**config.mk**
```make
export PLATFORM = sky130hd
export DESIGN_NAME = trigirq_ctrl
export DESIGN_NICKNAME = d
export VERILOG_FILES = /design/src/rtl/trigirq_pkg.sv /design/src/rtl/trigirq_rst_sync.sv /design/src/rtl/trigirq_sync.sv /design/src/rtl/trigirq_detect.sv /design/src/rtl/trigirq_out.sv /design/src/rtl/trigirq_ctrl.sv
export SDC_FILE = /design/constraint.sdc
export NUM_CORES = 1
export LEC_CHECK = 0
export ABC_AREA = 1
export BUFFER_PORTS_ARGS = -buffer_cell sky130_fd_sc_hd__buf_2
export CAP_MARGIN = 15
export CELL_PAD_IN_SITES_DETAIL_PLACEMENT = 0
export CELL_PAD_IN_SITES_GLOBAL_PLACEMENT = 1
export CORE_MARGIN = 10
export CORE_UTILIZATION = 40
export DETAILED_ROUTE_END_ITERATION = 16
export PLACE_DENSITY_LB_ADDON = 0.1
export SLEW_MARGIN = 10
export SYNTH_ARGS = -nofsm -noshare
export SYNTH_HDL_FRONTEND = slang
export SYNTH_SLANG_ARGS = --single-unit
```
**constraint.sdc**
```tcl
create_clock -name clk -period 19.55 [get_ports clk]
set_input_delay 0.9775 -clock clk [delete_from_list [all_inputs] [get_ports clk]]
set_output_delay 0.9775 -clock clk [all_outputs]
set_load 0.05 [all_outputs]
```
**src/rtl/trigirq_pkg.sv**
```systemverilog
package trigirq_pkg;
  localparam int unsigned DATA_W = 32;
  localparam int unsigned IDX_W  = 3;

  typedef enum logic [IDX_W-1:0] {
    IDX_ENABLE = 3'd0,
    IDX_STATUS = 3'd1,
    IDX_SMODE  = 3'd2,
    IDX_SPOL   = 3'd3,
    IDX_OMODE  = 3'd4,
    IDX_OPOL   = 3'd5,
    IDX_FORCE  = 3'd6,
    IDX_SPARE  = 3'd7
  } reg_idx_e;
endpackage

```
**src/rtl/trigirq_rst_sync.sv**
```systemverilog
module trigirq_rst_sync #(
  parameter int unsigned STAGES = 2
) (
  input  logic clk,
  input  logic rst_n,
  output logic rst_sn
);
  logic [STAGES-1:0] chain_q;
  logic [STAGES-1:0] chain_d;

  always_comb begin
    chain_d = {chain_q[STAGES-2:0], 1'b1};
  end

  always_ff @(posedge clk or negedge rst_n) begin
    if (!rst_n) chain_q <= '0;
    else        chain_q <= chain_d;
  end

  assign rst_sn = chain_q[STAGES-1];
endmodule

```
**src/rtl/trigirq_sync.sv**
```systemverilog
module trigirq_sync #(
  parameter int unsigned WIDTH  = 32,
  parameter int unsigned STAGES = 2
) (
  input  logic             clk,
  input  logic             rst_n,
  input  logic [WIDTH-1:0] d_i,
  output logic [WIDTH-1:0] q_o
);
  logic [WIDTH-1:0] stage_q [STAGES];

  for (genvar g = 0; g < STAGES; g++) begin : g_stage
    if (g == 0) begin : g_first
      always_ff @(posedge clk or negedge rst_n) begin
        if (!rst_n) stage_q[g] <= '0;
        else        stage_q[g] <= d_i;
      end
    end else begin : g_next
      always_ff @(posedge clk or negedge rst_n) begin
        if (!rst_n) stage_q[g] <= '0;
        else        stage_q[g] <= stage_q[g-1];
      end
    end
  end

  assign q_o = stage_q[STAGES-1];
endmodule

```
**src/rtl/trigirq_detect.sv**
```systemverilog
module trigirq_detect #(
  parameter int unsigned NSRC = 32
) (
  input  logic            clk,
  input  logic            rst_n,
  input  logic [NSRC-1:0] s_i,
  input  logic [NSRC-1:0] mode_i,
  input  logic [NSRC-1:0] pol_i,
  input  logic [NSRC-1:0] clr_i,
  input  logic [NSRC-1:0] frc_i,
  output logic [NSRC-1:0] st_o
);
  logic [NSRC-1:0] prev_q;
  logic [NSRC-1:0] st_q;
  logic [NSRC-1:0] st_d;
  logic [NSRC-1:0] rise;
  logic [NSRC-1:0] fall;
  logic [NSRC-1:0] lvl_hit;
  logic [NSRC-1:0] edge_hit;
  logic [NSRC-1:0] edge_hold;

  always_comb begin
    rise      = s_i & ~prev_q;
    fall      = ~s_i & prev_q;
    lvl_hit   = ~mode_i & ~(s_i ^ pol_i);
    edge_hit  = mode_i & ((pol_i & rise) | (~pol_i & fall));
    edge_hold = mode_i & st_q & ~clr_i;
    st_d      = lvl_hit | edge_hit | edge_hold | frc_i;
  end

  always_ff @(posedge clk or negedge rst_n) begin
    if (!rst_n) begin
      prev_q <= '0;
      st_q   <= '0;
    end else begin
      prev_q <= s_i;
      st_q   <= st_d;
    end
  end

  assign st_o = st_q;

  // an active level is reflected in the pending bit one cycle later
  assert_level_tracks_R3: assert property (@(posedge clk) disable iff (!rst_n)
    (lvl_hit != '0) |=> ((st_q & $past(lvl_hit)) == $past(lvl_hit)));

  // a set edge bit that is not being cleared stays set
  assert_edge_holds_R4: assert property (@(posedge clk) disable iff (!rst_n)
    (edge_hold != '0) |=> ((st_q & $past(edge_hold)) == $past(edge_hold)));
endmodule

```
**src/rtl/trigirq_out.sv**
```systemverilog
module trigirq_out #(
  parameter int unsigned NSRC = 32
) (
  input  logic            clk,
  input  logic            rst_n,
  input  logic [NSRC-1:0] st_i,
  input  logic [NSRC-1:0] en_i,
  input  logic            omode_i,
  input  logic            opol_i,
  output logic            irq_o
);
  logic agg;
  logic agg_q;
  logic act;

  always_comb begin
    agg = |(st_i & en_i);
    act = omode_i ? (agg & ~agg_q) : agg;
  end

  always_ff @(posedge clk or negedge rst_n) begin
    if (!rst_n) agg_q <= 1'b0;
    else        agg_q <= agg;
  end

  assign irq_o = opol_i ? act : ~act;

  // in pulse mode the request is never active two cycles running
  assert_pulse_single_R9: assert property (@(posedge clk) disable iff (!rst_n)
    (omode_i && act) |=> (!omode_i || !act));

  // with nothing enabled pending, the line sits at its inactive level
  assert_idle_level_R10: assert property (@(posedge clk) disable iff (!rst_n)
    ((st_i & en_i) == '0) |-> (irq_o == ~opol_i));
endmodule

```
**src/rtl/trigirq_ctrl.sv**
```systemverilog
module trigirq_ctrl
  import trigirq_pkg::*;
#(
  parameter int unsigned NSRC        = 32,
  parameter int unsigned ADDR_W      = 5,
  parameter int unsigned SYNC_STAGES = 2
) (
  input  logic              clk,
  input  logic              rst_n,
  input  logic [NSRC-1:0]   src_i,
  input  logic              bus_wr,
  input  logic [ADDR_W-1:0] bus_addr,
  input  logic [DATA_W-1:0] bus_wdata,
  output logic [DATA_W-1:0] bus_rdata,
  output logic              irq_o
);
  localparam int unsigned WORD_LSB = 2;

  logic            rst_sn;
  logic [NSRC-1:0] s_sync;
  logic [NSRC-1:0] st;
  logic [IDX_W-1:0] widx;

  logic [NSRC-1:0] en_q, en_d;
  logic [NSRC-1:0] smode_q, smode_d;
  logic [NSRC-1:0] spol_q, spol_d;
  logic            omode_q, omode_d;
  logic            opol_q, opol_d;
  logic            en_we, smode_we, spol_we, omode_we, opol_we;
  logic [NSRC-1:0] clr_vec, frc_vec;

  trigirq_rst_sync #(.STAGES(2)) u_rst (
    .clk(clk), .rst_n(rst_n), .rst_sn(rst_sn)
  );

  trigirq_sync #(.WIDTH(NSRC), .STAGES(SYNC_STAGES)) u_sync (
    .clk(clk), .rst_n(rst_sn), .d_i(src_i), .q_o(s_sync)
  );

  assign widx = bus_addr[ADDR_W-1:WORD_LSB];

  always_comb begin
    en_we    = bus_wr && (widx == IDX_ENABLE);
    smode_we = bus_wr && (widx == IDX_SMODE);
    spol_we  = bus_wr && (widx == IDX_SPOL);
    omode_we = bus_wr && (widx == IDX_OMODE);
    opol_we  = bus_wr && (widx == IDX_OPOL);
    clr_vec  = (bus_wr && (widx == IDX_STATUS)) ? bus_wdata[NSRC-1:0] : '0;
    frc_vec  = (bus_wr && (widx == IDX_FORCE))  ? bus_wdata[NSRC-1:0] : '0;
    en_d     = bus_wdata[NSRC-1:0];
    smode_d  = bus_wdata[NSRC-1:0];
    spol_d   = bus_wdata[NSRC-1:0];
    omode_d  = bus_wdata[0];
    opol_d   = bus_wdata[0];
  end

  always_ff @(posedge clk or negedge rst_sn) begin
    if (!rst_sn) begin
      en_q    <= '0;
      smode_q <= '0;
      spol_q  <= '0;
      omode_q <= 1'b0;
      opol_q  <= 1'b0;
    end else begin
      if (en_we)    en_q    <= en_d;
      if (smode_we) smode_q <= smode_d;
      if (spol_we)  spol_q  <= spol_d;
      if (omode_we) omode_q <= omode_d;
      if (opol_we)  opol_q  <= opol_d;
    end
  end

  trigirq_detect #(.NSRC(NSRC)) u_detect (
    .clk(clk), .rst_n(rst_sn), .s_i(s_sync), .mode_i(smode_q),
    .pol_i(spol_q), .clr_i(clr_vec), .frc_i(frc_vec), .st_o(st)
  );

  trigirq_out #(.NSRC(NSRC)) u_out (
    .clk(clk), .rst_n(rst_sn), .st_i(st), .en_i(en_q),
    .omode_i(omode_q), .opol_i(opol_q), .irq_o(irq_o)
  );

  always_comb begin
    bus_rdata = '0;
    case (widx)
      IDX_ENABLE: bus_rdata[NSRC-1:0] = en_q;
      IDX_STATUS: bus_rdata[NSRC-1:0] = st;
      IDX_SMODE:  bus_rdata[NSRC-1:0] = smode_q;
      IDX_SPOL:   bus_rdata[NSRC-1:0] = spol_q;
      IDX_OMODE:  bus_rdata[0]        = omode_q;
      IDX_OPOL:   bus_rdata[0]        = opol_q;
      default:    bus_rdata           = '0;
    endcase
  end

  // forced bits are pending on the following cycle
  assert_force_sets_R6: assert property (@(posedge clk) disable iff (!rst_sn)
    (frc_vec != '0) |=> ((st & $past(frc_vec)) == $past(frc_vec)));

  // configuration holds its value when not written
  assert_cfg_stable_R12: assert property (@(posedge clk) disable iff (!rst_sn)
    (!bus_wr) |=> ($stable(en_q) && $stable(smode_q) && $stable(spol_q)));
endmodule

```
==> results.md <==
- Synth area leaders: dfrtp_1 (61%), nand2_1 (13%), o21ai_1 (5.1%), o211ai_2 (4.0%), o2111ai_1 (2.9%)
- Top Ports: 105
- Post-synth EDFFs: 0
- Final setup vio count: 0
- Vias: 6981
- Largest net degree at the start of global routing: 73
- Leading area contributor after synthesis: dfrtp_1
- Post-route ant nets: 0
- Crit. End Element: output pin
- Sw Ratio: 29.8%
- Post-synthesis net count: 1045
- Total Wirelength: 24100 µm
- Filler Cells Inserted: 2342
- Fin. max-slew vios: 0
- Cell Rows: between 50 and 60
- Top-area cell type share of the netlist area: 60.8%
- Mean Syn Cell Area: 9.69 µm²
- Synth Flop Type: dfrtp_1
- First-pass DRT Iterations: 4
- CTS tree: built
- Synth unique cells: 24
- Period utilization: 19.3%
- Worst path arrival time: approximately 2.8 ns
- Outcome: finished, final reports clean
- Worst Tran Pin Value: 1.03 ns
- Clock transition at path regs: 0.06 ns
- Layout cells sized above 1: a little under a fifth
- Top-count cell post-synth: nand2_1
- Pleak: 0.00527 µW
- Async SR Flop Fraction: 100%
- Die Wd: ~170 µm
- Die height: 174 µm
- Sequential share of power: 46.9%
- Core area: between 20000 and 25000 µm²
- Final Core Density: 47.3%
- Max Root-Sink Buffers: 3
- GP Congestion: 0.748
- WP data required: 18.57 ns
- Die area: roughly 30000 µm²
- Seq/Total Area, Yosys: 60.8%
- Num CTS Buffers: 26
- Startpoint Class: primary input
- Setup TNS: 0 ns
- # clock sinks: 229
- Port Buffers: 102
- CP startpoint: bus_addr[3]
- WS Path Type: primary input to output pin
- Gate power share: 15.3%
- Clk root buf: clkbuf_16
- GRT Total Usage: 16.0%
- Synthesis Warnings: 0
- Placed wire-length estimate: about 15000 µm
- Fin Hold WS: 0.228 ns
- Mapped Area: approximately 9400 µm²
- Initial cell density of the core: 40.4%
- Post-CTS Setup Inserts: 0
- Hold Vio Cnt, Final: 0
- Relative slew slack: a little under a third
- Tightest Hold Check Type: primary input to async pin
- Worst skew pair latency: 0.52 ns
- Clock power share: between 30 and 40%
- Routed len/inst: 17.0 µm
- Fin Clk Skew: 0.00864 ns
- Area grow syn2layout: 17.1%
- VDD IR-drop max: 73.6 µV
- Iter 0 DRT Violations: 506
- Via/cell ratio: just under 5
- Crit-path max FO: 32
- Hold-fix buffer count after cts: 0
- Post-synthesis instance total: 973
- Switching power: 384 µW
- Cell-internal power: 905 µW
- DRC errors left: 0
- Minimum clock period after layout: 3.78 ns
- Final #Nets: 1145
- H-tree depth: 1
- Post-CTS sizing: 0
- Vias in the first global route: 7198
- Max frequency: 265 MHz
- Cell Pwr Density: 117 nW/µm²
- MaxCap Viol Count: 0
- #FFs+latches synth: 229
- First-pass GRT wire length: 39200 µm
- Global route overflow: 0
- Reg2reg start: u_rst.chain_q[1]$_DFF_PN0_
- Initial antenna violation count: 1
- Synth cell count leaders: nand2_1 (319), dfrtp_1 (229), o21ai_1 (96), inv_1 (66), nor2_1 (45)
- Unrepaired setup endpoints after global routing: no
cells in the final DEF, fill, tap and decap left out:
cell type  count
clkbuf_16     27
nand3_2        1
clkbuf_1       4
nand3_1       37
clkinv_2       8
clkbuf_8       8
a21oi_1       33
o2111ai_1     31
nand2_1      318
dfrtp_4        1
o21ai_1       96
nor2_4         1
o211ai_2      30
nand4_1        1
buf_4          7
o31ai_1       32
nor2_1        45
nand2_2        2
o21ai_0        2
bufinv_16      1
nor3_4         2
o211ai_1       2
conb_1         1
diode_2        1
dfrtp_1      228
nand2_4        2
inv_2          5
inv_1         66
buf_2        102
per-stage QoR:
step / area (µm²) / worst slack (ns) / instances / total power [µW]
after floorplan: 9430 / 12.70 / 973 / 750
after global placement: 10200 / 15.73 / 1364 / 810
after detailed placement: 10200 / 15.72 / 1364 / 813
after CTS: 11000 / 15.72 / 1412 / 1310
after global routing: 11000 / 15.65 / 1412 / 1360
final: 11000 / 15.77 / 1413 / 1290
per-layer routing:
layer  vias to the layer above  global-route usage (%)  part of all wire [%]
met1                      3365                    22.3                    49
li1                       3466                       -                     -
met3                        38                    2.81                   3.6
met2                       112                    25.3                    45
met5                         -                       0                     0
met4                         0                    3.52                   2.1
critical path: stages:
cell       delay (ns)
buf_2            0.14
inv_2            0.07
nor2_4           0.11
nand2_2          0.58
o2111ai_1        0.57
buf_2            0.34
power by group through the flow:
stage               Clock [µW]  Combinational, µW  Sequential, µW
floorplan                    0                148             601
global placement             0                198             612
finish                     487                197             605
CTS                        501                201             605
global route               519                226             615
detailed placement           0                201             612
cell type report:
cell class                      instances  area [µm²]  area share, %
Timing Repair Buffer                  109         563           5.10
Inverter                               71         267           2.41
Multi-Input combinational cell        636        3200           29.0
Sequential cell                       229        5730           51.9
Clock inverter                          9        70.1          0.635
Clock buffer                           39         801           7.25
Tap cell                              319         399           3.62
Antenna cell                            1        2.50         0.0227
kinds of logic after synthesis:
| group | share of synthesized area, % |
|---|---|
| buffers and inverters | 5.24 |
| other | 0.0398 |
| AOI/OAI and AO/OA | 16.5 |
| DFF | 60.8 |
| and+or+nand+nor | 17.4 |
sequential cells by signal, indices dropped and copies added, names as in the netlist:
register / cells
u_out.agg_q: 1
smode_q: 32
u_sync.q_o: 32
u_rst.chain_q: 2
u_sync.stage_q: 32
en_q: 32
u_detect.prev_q: 32
u_detect.st_o: 32
opol_q: 1
omode_q: 1
spol_q: 32
worst paths after layout:
check	to	depth (start not counted)	slack [ns]
max reg2reg	smode_q[14]$_DFFE_PN0P_	2	17.29
min in group clk	u_sync.q_o[11]$_DFF_PN0_	0	0.34
min reg2reg	spol_q[30]$_DFFE_PN0P_	0	0.33
max	bus_rdata[2]	6	15.77
max in group asynchronous	smode_q[14]$_DFFE_PN0P_	2	17.29
min	u_rst.chain_q[1]$_DFF_PN0_	1	0.23
Power figures use the tool's default switching activity.
